**src/rtl/vtg_pkg.sv**
```systemverilog
package vtg_pkg;
  localparam int NREG   = 27;
  localparam int A_HTOT = 0;
  localparam int A_VTOT = 1;
  localparam int A_HPRE = 2;
  localparam int A_SST  = 3;
  localparam int A_SWD  = 4;
  localparam int A_AHS  = 5;
  localparam int A_AHE  = 6;
  localparam int A_AVS0 = 7;
  localparam int A_AVE0 = 8;
  localparam int A_AVS1 = 9;
  localparam int A_AVE1 = 10;
  localparam int A_PSF  = 11;
  localparam int A_PSL  = 12;
  localparam int A_EQF  = 13;
  localparam int A_EQL  = 14;
  localparam int A_EQW  = 15;
  localparam int A_BRF  = 16;
  localparam int A_BRL  = 17;
  localparam int A_BRW  = 18;
  localparam int A_HOS  = 19;
  localparam int A_HOW  = 20;
  localparam int A_VOS  = 21;
  localparam int A_VOW  = 22;
  localparam int A_MODE = 23;
  localparam int A_BLNK = 24;
  localparam int A_NEG  = 25;
  localparam int A_POS  = 26;

  localparam int M_HPOL  = 0;
  localparam int M_VPOL  = 1;
  localparam int M_TRI   = 2;
  localparam int M_PASS  = 3;
  localparam int M_ILACE = 4;

  typedef enum logic [1:0] {
    LK_NORMAL = 2'd0,
    LK_EQUAL  = 2'd1,
    LK_BROAD  = 2'd2
  } line_kind_e;
endpackage

```
**src/rtl/vtg_regs.sv**
```systemverilog
module vtg_regs
  import vtg_pkg::*;
#(
  parameter int CW = 12,
  parameter int AW = 5
) (
  input  logic                     clk,
  input  logic                     rst_n,
  input  logic                     we,
  input  logic [AW-1:0]            addr,
  input  logic [CW-1:0]            wdata,
  input  logic                     frame_start,
  output logic [NREG-1:0][CW-1:0]  act
);
  logic [NREG-1:0][CW-1:0] shd;

  always_ff @(posedge clk or negedge rst_n) begin
    if (!rst_n) begin
      shd <= '0;
      act <= '0;
    end else begin
      if (frame_start) act <= shd;
      if (we && (addr < AW'(NREG))) shd[addr] <= wdata;
    end
  end

  // the working set only moves at a frame start
  p_act_hold_r9: assert property (@(posedge clk) disable iff (!rst_n)
    !frame_start |=> $stable(act));
endmodule

```
**src/rtl/vtg_counters.sv**
```systemverilog
module vtg_counters #(
  parameter int CW = 12
) (
  input  logic          clk,
  input  logic          rst_n,
  input  logic          hs_in,
  input  logic          vs_in,
  input  logic          fid_in,
  input  logic [CW-1:0] htot,
  input  logic [CW-1:0] vtot,
  input  logic [CW-1:0] hpre,
  output logic [CW-1:0] h_cnt,
  output logic [CW-1:0] v_cnt,
  output logic          field,
  output logic          frame_start
);
  logic hs_d, vs_d;
  logic h_edge, v_edge, h_last, v_last, line_end;

  always_comb begin
    h_edge      = hs_in & ~hs_d;
    v_edge      = vs_in & ~vs_d;
    h_last      = (h_cnt == htot - CW'(1));
    v_last      = (v_cnt == vtot - CW'(1));
    line_end    = h_last & ~h_edge;
    frame_start = v_edge | (line_end & v_last);
  end

  always_ff @(posedge clk or negedge rst_n) begin
    if (!rst_n) begin
      hs_d  <= 1'b0;
      vs_d  <= 1'b0;
      h_cnt <= '0;
      v_cnt <= '0;
      field <= 1'b0;
    end else begin
      hs_d <= hs_in;
      vs_d <= vs_in;
      if (h_edge)      h_cnt <= hpre;
      else if (h_last) h_cnt <= '0;
      else             h_cnt <= h_cnt + CW'(1);
      if (v_edge)        v_cnt <= '0;
      else if (line_end) v_cnt <= v_last ? '0 : v_cnt + CW'(1);
      if (frame_start) field <= fid_in;
    end
  end

  // external horizontal edge preloads the pixel counter
  p_h_preload_r2: assert property (@(posedge clk) disable iff (!rst_n)
    h_edge |=> (h_cnt == $past(hpre)));
  // external vertical edge restarts the frame at line 0
  p_v_clear_r2: assert property (@(posedge clk) disable iff (!rst_n)
    v_edge |=> (v_cnt == '0));
  // the line counter holds except at a line end
  p_line_hold_r1: assert property (@(posedge clk) disable iff (!rst_n)
    (!line_end && !v_edge) |=> $stable(v_cnt));
endmodule

```
**src/rtl/vtg_pixel.sv**
```systemverilog
module vtg_pixel
  import vtg_pkg::*;
#(
  parameter int CW = 12,
  parameter int DW = 10
) (
  input  logic                     clk,
  input  logic                     rst_n,
  input  logic [CW-1:0]            h_cnt,
  input  logic [CW-1:0]            v_cnt,
  input  logic                     field,
  input  logic [NREG-1:0][CW-1:0]  act,
  input  logic [DW-1:0]            pix_in,
  output logic [DW-1:0]            pix_out,
  output logic                     data_sel,
  output logic                     hsync_out,
  output logic                     vsync_out
);
  function automatic logic in_range(input logic [CW-1:0] x, lo, hi);
    return (x >= lo) && (x < hi);
  endfunction

  function automatic logic in_win(input logic [CW-1:0] x, st, len);
    return ({1'b0, x} >= {1'b0, st}) && ({1'b0, x} < ({1'b0, st} + {1'b0, len}));
  endfunction

  logic [CW-1:0] mode, half, rel, fold;
  line_kind_e    kind;
  logic          v_act, v_pass, sel_c, past_ss, neg_c, pos_c, hs_c, vs_c;
  logic [DW-1:0] word_c;
  logic          unused_bits;

  assign unused_bits = ^{act[A_VTOT], act[A_HPRE], act[A_HTOT][0], mode[CW-1:5],
                         act[A_BLNK][CW-1:DW], act[A_NEG][CW-1:DW], act[A_POS][CW-1:DW]};

  always_comb begin
    mode    = act[A_MODE];
    half    = {1'b0, act[A_HTOT][CW-1:1]};
    if (mode[M_ILACE] && field) v_act = in_range(v_cnt, act[A_AVS1], act[A_AVE1]);
    else                        v_act = in_range(v_cnt, act[A_AVS0], act[A_AVE0]);
    v_pass  = mode[M_PASS] && in_range(v_cnt, act[A_PSF], act[A_PSL]);
    sel_c   = in_range(h_cnt, act[A_AHS], act[A_AHE]) && (v_act || v_pass);

    if (in_range(v_cnt, act[A_BRF], act[A_BRL]))      kind = LK_BROAD;
    else if (in_range(v_cnt, act[A_EQF], act[A_EQL])) kind = LK_EQUAL;
    else                                              kind = LK_NORMAL;

    past_ss = (h_cnt >= act[A_SST]);
    rel     = h_cnt - act[A_SST];
    fold    = (rel >= half) ? rel - half : rel;
    neg_c   = 1'b0;
    pos_c   = 1'b0;
    if (past_ss) begin
      unique case (kind)
        LK_BROAD: neg_c = (fold < act[A_BRW]);
        LK_EQUAL: neg_c = (fold < act[A_EQW]);
        default: begin
          neg_c = (rel < act[A_SWD]);
          pos_c = mode[M_TRI] && !neg_c && ({1'b0, rel} < {act[A_SWD], 1'b0});
        end
      endcase
    end

    if (sel_c)      word_c = pix_in;
    else if (neg_c) word_c = act[A_NEG][DW-1:0];
    else if (pos_c) word_c = act[A_POS][DW-1:0];
    else            word_c = act[A_BLNK][DW-1:0];

    hs_c = in_win(h_cnt, act[A_HOS], act[A_HOW]) ^ mode[M_HPOL];
    vs_c = in_win(v_cnt, act[A_VOS], act[A_VOW]) ^ mode[M_VPOL];
  end

  always_ff @(posedge clk or negedge rst_n) begin
    if (!rst_n) begin
      pix_out   <= '0;
      data_sel  <= 1'b0;
      hsync_out <= 1'b0;
      vsync_out <= 1'b0;
    end else begin
      pix_out   <= word_c;
      data_sel  <= sel_c;
      hsync_out <= hs_c;
      vsync_out <= vs_c;
    end
  end

  // selected words are the input word of the previous cycle
  p_pass_data_r4: assert property (@(posedge clk) disable iff (!rst_n)
    data_sel |-> (pix_out == $past(pix_in)));
  // unselected words are always one of the generated level codes
  p_gen_codes_r5: assert property (@(posedge clk) disable iff (!rst_n)
    !data_sel |-> ((pix_out == $past(act[A_BLNK][DW-1:0])) ||
                   (pix_out == $past(act[A_NEG][DW-1:0]))  ||
                   (pix_out == $past(act[A_POS][DW-1:0]))));
endmodule

```
**src/rtl/vtg_top.sv**
```systemverilog
module vtg_top
  import vtg_pkg::*;
#(
  parameter int CW = 12,
  parameter int DW = 10,
  localparam int AW = $clog2(NREG)
) (
  input  logic          clk,
  input  logic          rst_n,
  input  logic          hs_in,
  input  logic          vs_in,
  input  logic          fid_in,
  input  logic          cfg_we,
  input  logic [AW-1:0] cfg_addr,
  input  logic [CW-1:0] cfg_wdata,
  input  logic [DW-1:0] pix_in,
  output logic [DW-1:0] pix_out,
  output logic          data_sel,
  output logic          hsync_out,
  output logic          vsync_out
);
  logic [NREG-1:0][CW-1:0] act;
  logic [CW-1:0]           h_cnt, v_cnt;
  logic                    field, frame_start;

  vtg_regs #(.CW(CW), .AW(AW)) u_regs (
    .clk(clk), .rst_n(rst_n), .we(cfg_we), .addr(cfg_addr), .wdata(cfg_wdata),
    .frame_start(frame_start), .act(act)
  );

  vtg_counters #(.CW(CW)) u_cnt (
    .clk(clk), .rst_n(rst_n), .hs_in(hs_in), .vs_in(vs_in), .fid_in(fid_in),
    .htot(act[A_HTOT]), .vtot(act[A_VTOT]), .hpre(act[A_HPRE]),
    .h_cnt(h_cnt), .v_cnt(v_cnt), .field(field), .frame_start(frame_start)
  );

  vtg_pixel #(.CW(CW), .DW(DW)) u_pix (
    .clk(clk), .rst_n(rst_n), .h_cnt(h_cnt), .v_cnt(v_cnt), .field(field),
    .act(act), .pix_in(pix_in), .pix_out(pix_out), .data_sel(data_sel),
    .hsync_out(hsync_out), .vsync_out(vsync_out)
  );

  // with the sync pin window empty, the pin shows the polarity bit of the previous cycle
  p_hs_idle_r3: assert property (@(posedge clk) disable iff (!rst_n)
    ($past(act[A_HOW]) == '0) |-> (hsync_out == $past(act[A_MODE][M_HPOL])));
endmodule

```
**config.mk**
```make
export PLATFORM = sky130hd
export DESIGN_NAME = vtg_top
export DESIGN_NICKNAME = d
export VERILOG_FILES = /design/src/rtl/vtg_pkg.sv /design/src/rtl/vtg_regs.sv /design/src/rtl/vtg_counters.sv /design/src/rtl/vtg_pixel.sv /design/src/rtl/vtg_top.sv
export SDC_FILE = /design/constraint.sdc
export NUM_CORES = 1
export LEC_CHECK = 0
export CAP_MARGIN = 15
export CORE_UTILIZATION = 64
export DETAILED_ROUTE_END_ITERATION = 10
export DONT_BUFFER_PORTS = 1
export PLACE_DENSITY = 0.8
export SLEW_MARGIN = 20
export SYNTH_ARGS = -nofsm -noshare
export SYNTH_HDL_FRONTEND = slang
export SYNTH_SLANG_ARGS = --single-unit
```
**constraint.sdc**
```tcl
create_clock -name clk -period 7.2 [get_ports clk]
set_input_delay 0.72 -clock clk [delete_from_list [all_inputs] [get_ports clk]]
set_output_delay 0.72 -clock clk [all_outputs]
set_load 0.02 [all_outputs]
```
# [Yosys cells after proc, flatten, opt, wreduce, memory -nomap -nowiden]
# Index checks and enable logic that the tools add are counted.
[totals] register_bits=675 elab_cells=148
[classes] n_addsub=8 order_cmp=25 eq_ne=4 muxes=19 bitwise=10 n_reduce_logical=19
[ops] cell="bitwise mux 324 bit" n=1
[ops] cell=">= comparator 12 bit" n=9
[ops] cell="< comparator 12 bit" n=9
[ops] cell="2-to-1 mux 12 bit" n=7
[ops] cell="demux 12 bit (select 5 bit)" n=1
[ops] cell="< comparator 12 x 13 -> 1 bit" n=3
[ops] cell="2-to-1 mux 10 bit" n=3
[ops] cell="adder 12 x 12 -> 13 bit" n=2
[ops] cell="adder 12 x 1 -> 12 bit (second input constant)" n=2
[ops] cell="== test 12 bit" n=2
[ops] cell="subtractor 12 x 1 -> 12 bit (second input constant)" n=2
[ops] cell="logical AND 1 bit" n=15
[ops] cell=">= comparator 12 x 11 -> 1 bit" n=1
[ops] cell="subtractor 12 x 11 -> 12 bit" n=1
[ops] cell="subtractor 12 bit" n=1
[ops] cell="< comparator 5 x 6 -> 1 bit (second input constant)" n=1
[ops] cell=">= comparator 5 x 1 -> 1 bit (second input constant)" n=1
[ops] cell="< comparator 5 bit (second input constant)" n=1
[ops] cell="2-to-1 mux 1 bit" n=5
[ops] cell="bitwise AND 1 bit" n=4
[ops] cell="NOT 1 bit" n=3
[ops] cell="== test 2 x 1 -> 1 bit (second input constant)" n=1
[ops] cell="== test 2 bit (second input constant)" n=1
[ops] cell="2-to-1 mux 2 bit" n=1
[ops] cell="7 further kinds" n=8

# [Depth between registers and ports, before layout]
[logic_depth] ltp_word=11 depth_mapped=29

# [Hierarchy]
# From an unflattened synthesis, not the netlist that was laid out.
[unflattened] hier_cells=2749 hier_area_um2=34680.8
[by_module_without_submodules] module="vtg_regs" instances=1 cells_per_inst=1425 area_each_um2=24238.2
[by_module_without_submodules] module="vtg_pixel" instances=1 cells_per_inst=1052 area_each_um2=8152.8
[by_module_without_submodules] module="vtg_counters" instances=1 cells_per_inst=272 area_each_um2=2289.7

# [Least setup slack after synthesis]
# Ideal clock, no wire load.
[synth_timing] kind="reg2reg" start="reg u_cnt.h_cnt[0]" end="reg u_pix.pix_out[0]" setup_time_ps=125 arrival_ps=5610 required_time_ps=7075 setup_slack_ps=1465 stages_incl_launch_ff=30 path_buffers=1 synth_period_minus_slack_ps=5735 path_cell_list="dfrtp_1 inv_1 ha_1 inv_1 fa_1 a21o_1 a21oi_1 o21bai_1 a21oi_1 xnor2_1 ha_1 a21oi_1 nand2_1 a31oi_1 a21oi_1 nor3_1 clkbuf_1 nand2_1 o31ai_1 ha_1 a21o_1 a21o_1 a21oi_1 o21ai_0 nor4_1 nand2_1 o211ai_1 o21ai_2 mux2_2 mux2_2"
[synth_between] elab_chain_len=10 word_cells_on_any_way=23 cone_classes="add/sub (2); order compare (8); mux (8); reduce/logical (5)"
[synth_lines] item="from (decl)" line="vtg_counters.sv:12" text="output logic [CW-1:0] h_cnt,"
[synth_lines] item="from (signal assigned)" line="vtg_counters.sv:39" text="if (h_edge) h_cnt <= hpre;"
[synth_lines] item="from (signal assigned)" line="vtg_counters.sv:41" text="else h_cnt <= h_cnt + CW'(1);"
[synth_lines] item="branches (longest 9 deep; another with subtractor 12 bit)"
[synth_lines] item="2-to-1 mux 10 bit *" line="vtg_pixel.sv:64" text="if (sel_c) word_c = pix_in;"
[synth_lines] item="named net u_pix.word_c[0]" line="vtg_pixel.sv:30" text="logic [DW-1:0] word_c;"
[synth_lines] item="to (signal assigned)" line="vtg_pixel.sv:80" text="pix_out <= word_c;"
[synth_lines] item="to (decl)" line="vtg_pixel.sv:14" text="output logic [DW-1:0] pix_out,"
# Mark *: on every way through the listed nets, which the timed path passes.
# A chain may end at the register's enable or synchronous reset.

# [Worst setup path after layout]
[layout_timing] start="reg u_cnt.h_cnt[6]" end="reg u_pix.pix_out[3]"
# The elaborated chain is that of the path after synthesis.

==> impl_metrics.py <==
metrics = {
    "sta": {
        "whs_ns": -0.162,
        "relSlewSlack_pct": -99.7,
        "tightest_slew_ns": 3.00,
        "final.period_utilization_pct": 89.9,
        "final.setup.tns_ns": 0,
        "setup_ws_ns": 0.728,
        "fin_skew_ns": 0.0333,
        "setup_viol": 0,
        "hold_viol_final": 47,
        "rsz0062_at_grt": "no",
        "fin_crit_ns": 6.47,
        "fmax_mhz": 155,
        "drv_slew": 453,
    },
    "global_routing": {
        "grtUsageMet2_pct": 49.0,
        "antenna_found_initial": 0,
        "grt_pass1_wl_um": 126000,
        "grtUsageTotal_pct": 30.0,
        "grtUsageMet3_pct": 4.99,
        "grt_pass1_vias": 22047,
        "grt_busiest_layer": "met2",
        "grt_max_degree": 663,
        "grt-ovfl-total": 0,
        "met1_usage_pct": 40.3,
    },
    "pwr": {
        "p_leak_nw": 18.8,
        "power_density_nw_per_um2": 375,
        "finalPower_w": 0.0141,
        "irDropWorstVdd_mv": 0.305,
    },
    "critical_path": {
        "worstPathMaxFanout": 16,
        "crit_type": "flop to flop",
        "reg2reg_from": "u_cnt.h_cnt[6]",
        "cp-end-kind": "flop",
        "startpoint_type": "flop",
        "cp_data_required_time_ns": 7.69,
        "arrival_ns": 6.96,
        "regToRegSetupSlack_ns": 0.73,
        "rr_endpoint": "u_pix.pix_out[3]",
        "rr_worst_depth": 25,
    },
    "logic_synthesis": {
        "synth-edff-count": 0,
        "synth_cells": 2676,
        "synth_area_leaders": "dfrtp_1 48%, mux2_2 12%, mux2_4 12%, ha_1 10%, inv_1 2.7%",
        "yosysMostFrequentCell": "dfrtp_1",
        "synth-main-ff-cell": "dfrtp_1",
        "async_reset_ff_share_pct": 100,
        "seq_area_frac_synth_pct": 47.9,
        "yosysUniqueCellTypes": 74,
        "yosys-top-cells-count": "662 x dfrtp_1, 376 x mux2_2, 278 x ha_1, 272 x mux2_4, 247 x inv_1",
        "synth_top_area_cell": "dfrtp_1",
        "yosysWarnings": 0,
        "synthesis.area_um2": 34600,
        "syn_nets": 2991,
        "yosys_register_bits": 662,
        "synth_top_cell_area_share_pct": 47.9,
        "syn_area_per_cell_um2": 12.9,
    },
    "place": {
        "hpwl_um": 48800,
        "port_buffers": 0,
        "place_congestion": 0.901,
        "dp_slack_ns": 0.806,
    },
    "die": {
        "rows": 84,
        "ios": 46,
        "fp.dieH_um": 235,
        "initial_utilization_pct": 65.3,
        "die-area_um2": 55000,
        "fp.dieW_um": 235,
        "coreArea_um2": 53000,
    },
    "clock_network": {
        "post_cts_resize_count": 0,
        "clk_pin_slew_ns": 0.06,
        "cts_max_level": 3,
        "numCtsBuffers": 69,
        "cts_tree": "yes",
        "cts_root_buffer": "clkbuf_16",
        "clkSinkCount": 662,
        "clockBufferDepth": 3,
        "clk_latency_ns": 0.63,
        "cts_setup_buffers": 0,
    },
    "cells_and_area": {
        "drive_gt1_share_pct": 29.3,
        "fin_nets": 2993,
        "multi_input_area_um2": 16600,
        "final_util_pct": 70.8,
        "area_growth_syn_to_layout_pct": 8.40,
        "fillers": 3559,
        "seq_area_um2": 16600,
    },
    "route": {
        "vias": 20890,
        "routedWlPerCell_um": 23.2,
        "viasPerCell": 6.11,
        "drt-total-wl_um": 79200,
        "dr.pass1.iters": 5,
        "drc": 0,
        "first_iter_violations": 1360,
        "drtAntennaViolNets": 0,
    },
    "status": {
        "status": "finished, violations left",
        "violations": "hold timing, slew limit",
    },
    "flow_run": {
        "cap_viol_max_count": 0,
    },
    "min_path": {
        "hold_path_class": "input pin to async pin",
    },
}
[state kept, by name (all words and copies together) (netlist names)]
signal,cells
u_pix.vsync_out,1
u_cnt.h_cnt,12
u_regs.act,311
u_cnt.hs_d,1
u_cnt.vs_d,1
u_cnt.v_cnt,12
u_pix.data_sel,1
u_pix.hsync_out,1
u_cnt.field,1
u_pix.pix_out,10
u_regs.shd,311
[worst max-delay path, stage by stage (launching register included)]
cell and delay [ns]:
dfrtp_1 0.57, ha_1 0.47, nand2_1 0.09, o21ai_0 0.45, a21o_1 0.16, a21oi_1 0.08
xnor2_1 0.41, ha_1 0.28, and3_1 0.17, nand3_1 0.09, a21o_1 0.17, a21oi_1 0.23
nor3_1 0.09, buf_4 0.22, o31ai_1 0.41, ha_1 0.21, a21o_1 0.11, a21o_1 0.10
a21oi_1 0.08, o21ai_0 0.26, nor2_1 0.08, a22oi_1 0.17, o211ai_1 0.14, o21ai_2 0.59
mux2_2 0.42, mux2_2 0.27
[how the worst max path moves through the flow]
stage              startpoint                to  slack [ns]
2_1_floorplan  u_cnt.h_cnt[0]  u_pix.pix_out[0]        1.47
3_3_place_gp   u_cnt.h_cnt[0]  u_pix.pix_out[2]        1.04
3_5_place_dp   u_cnt.h_cnt[6]  u_pix.pix_out[3]        0.81
4_1_cts        u_cnt.h_cnt[6]  u_pix.pix_out[3]        0.75
5_1_grt        u_cnt.h_cnt[6]  u_pix.pix_out[6]        0.15
6_report       u_cnt.h_cnt[6]  u_pix.pix_out[3]        0.73
[metrics by stage]
step                      cells  instance area [µm²]
after floorplan            2676                34600
after global routing       3417                37500
after global placement     3294                35100
after detailed placement   3295                35100
after CTS                  3417                37500
final                      3419                37500
[placed cells by master, fill, tap and decap left out, types with 17 or more instances in the layout]
cell type,n
a211oi_1,17
o21ai_0,71
o21a_1,17
xnor2_1,44
a21o_1,39
inv_1,247
buf_4,23
nand2_1,81
nand2b_1,18
nor2b_1,17
nor3_1,24
dfrtp_1,662
ha_1,278
a21oi_1,91
xor2_1,35
mux2_2,376
nand4_1,21
clkbuf_16,70
nor2_1,61
mux2_4,272
[kinds of logic (layout without fill, tap and decap cells)]
| logic type | after synthesis | after routing | synth area share, % |
|---|---|---|---|
| flip-flops | 662 | 662 | 47.9 |
| other | 0 | 2 | 0 |
| adder cells (fa/ha/maj) | 282 | 282 | 10.3 |
| multiplexers | 657 | 657 | 24.3 |
| AND/OR/NAND/NOR | 305 | 305 | 4.49 |
| buffers and inverters | 341 | 394 | 4.37 |
| AO/OA/AOI/OAI | 350 | 350 | 6.66 |
| XOR/XNOR | 79 | 79 | 2.00 |
[area by class of cell]
type                       count  area share (%)
sequential                   662            44.2
clock buffer                 100            5.40
multi-input combinational   1673            44.1
inverter                     247            2.47
antenna                        2          0.0133
clock inverter                22           0.937
timing repair buffer          25           0.587
tap                          688            2.29
[layer usage]
metal,part of all wire (%),wire length [µm]
met5,0,0
met1,44,34700
met3,4.7,3710
met4,3.1,2450
met2,48,38300
[report_power, final]
group / leakage [nW] / internal (W) / switching, W / total (W)
clock: 1.17 / 0.00222 / 0.00150 / 0.00372
sequential: 8.66 / 0.00452 / 0.000620 / 0.00514
combinational: 9.00 / 0.00263 / 0.00259 / 0.00522
total: 18.8 / 0.00936 / 0.00472 / 0.0141
(Power assumes the default switching activity.)
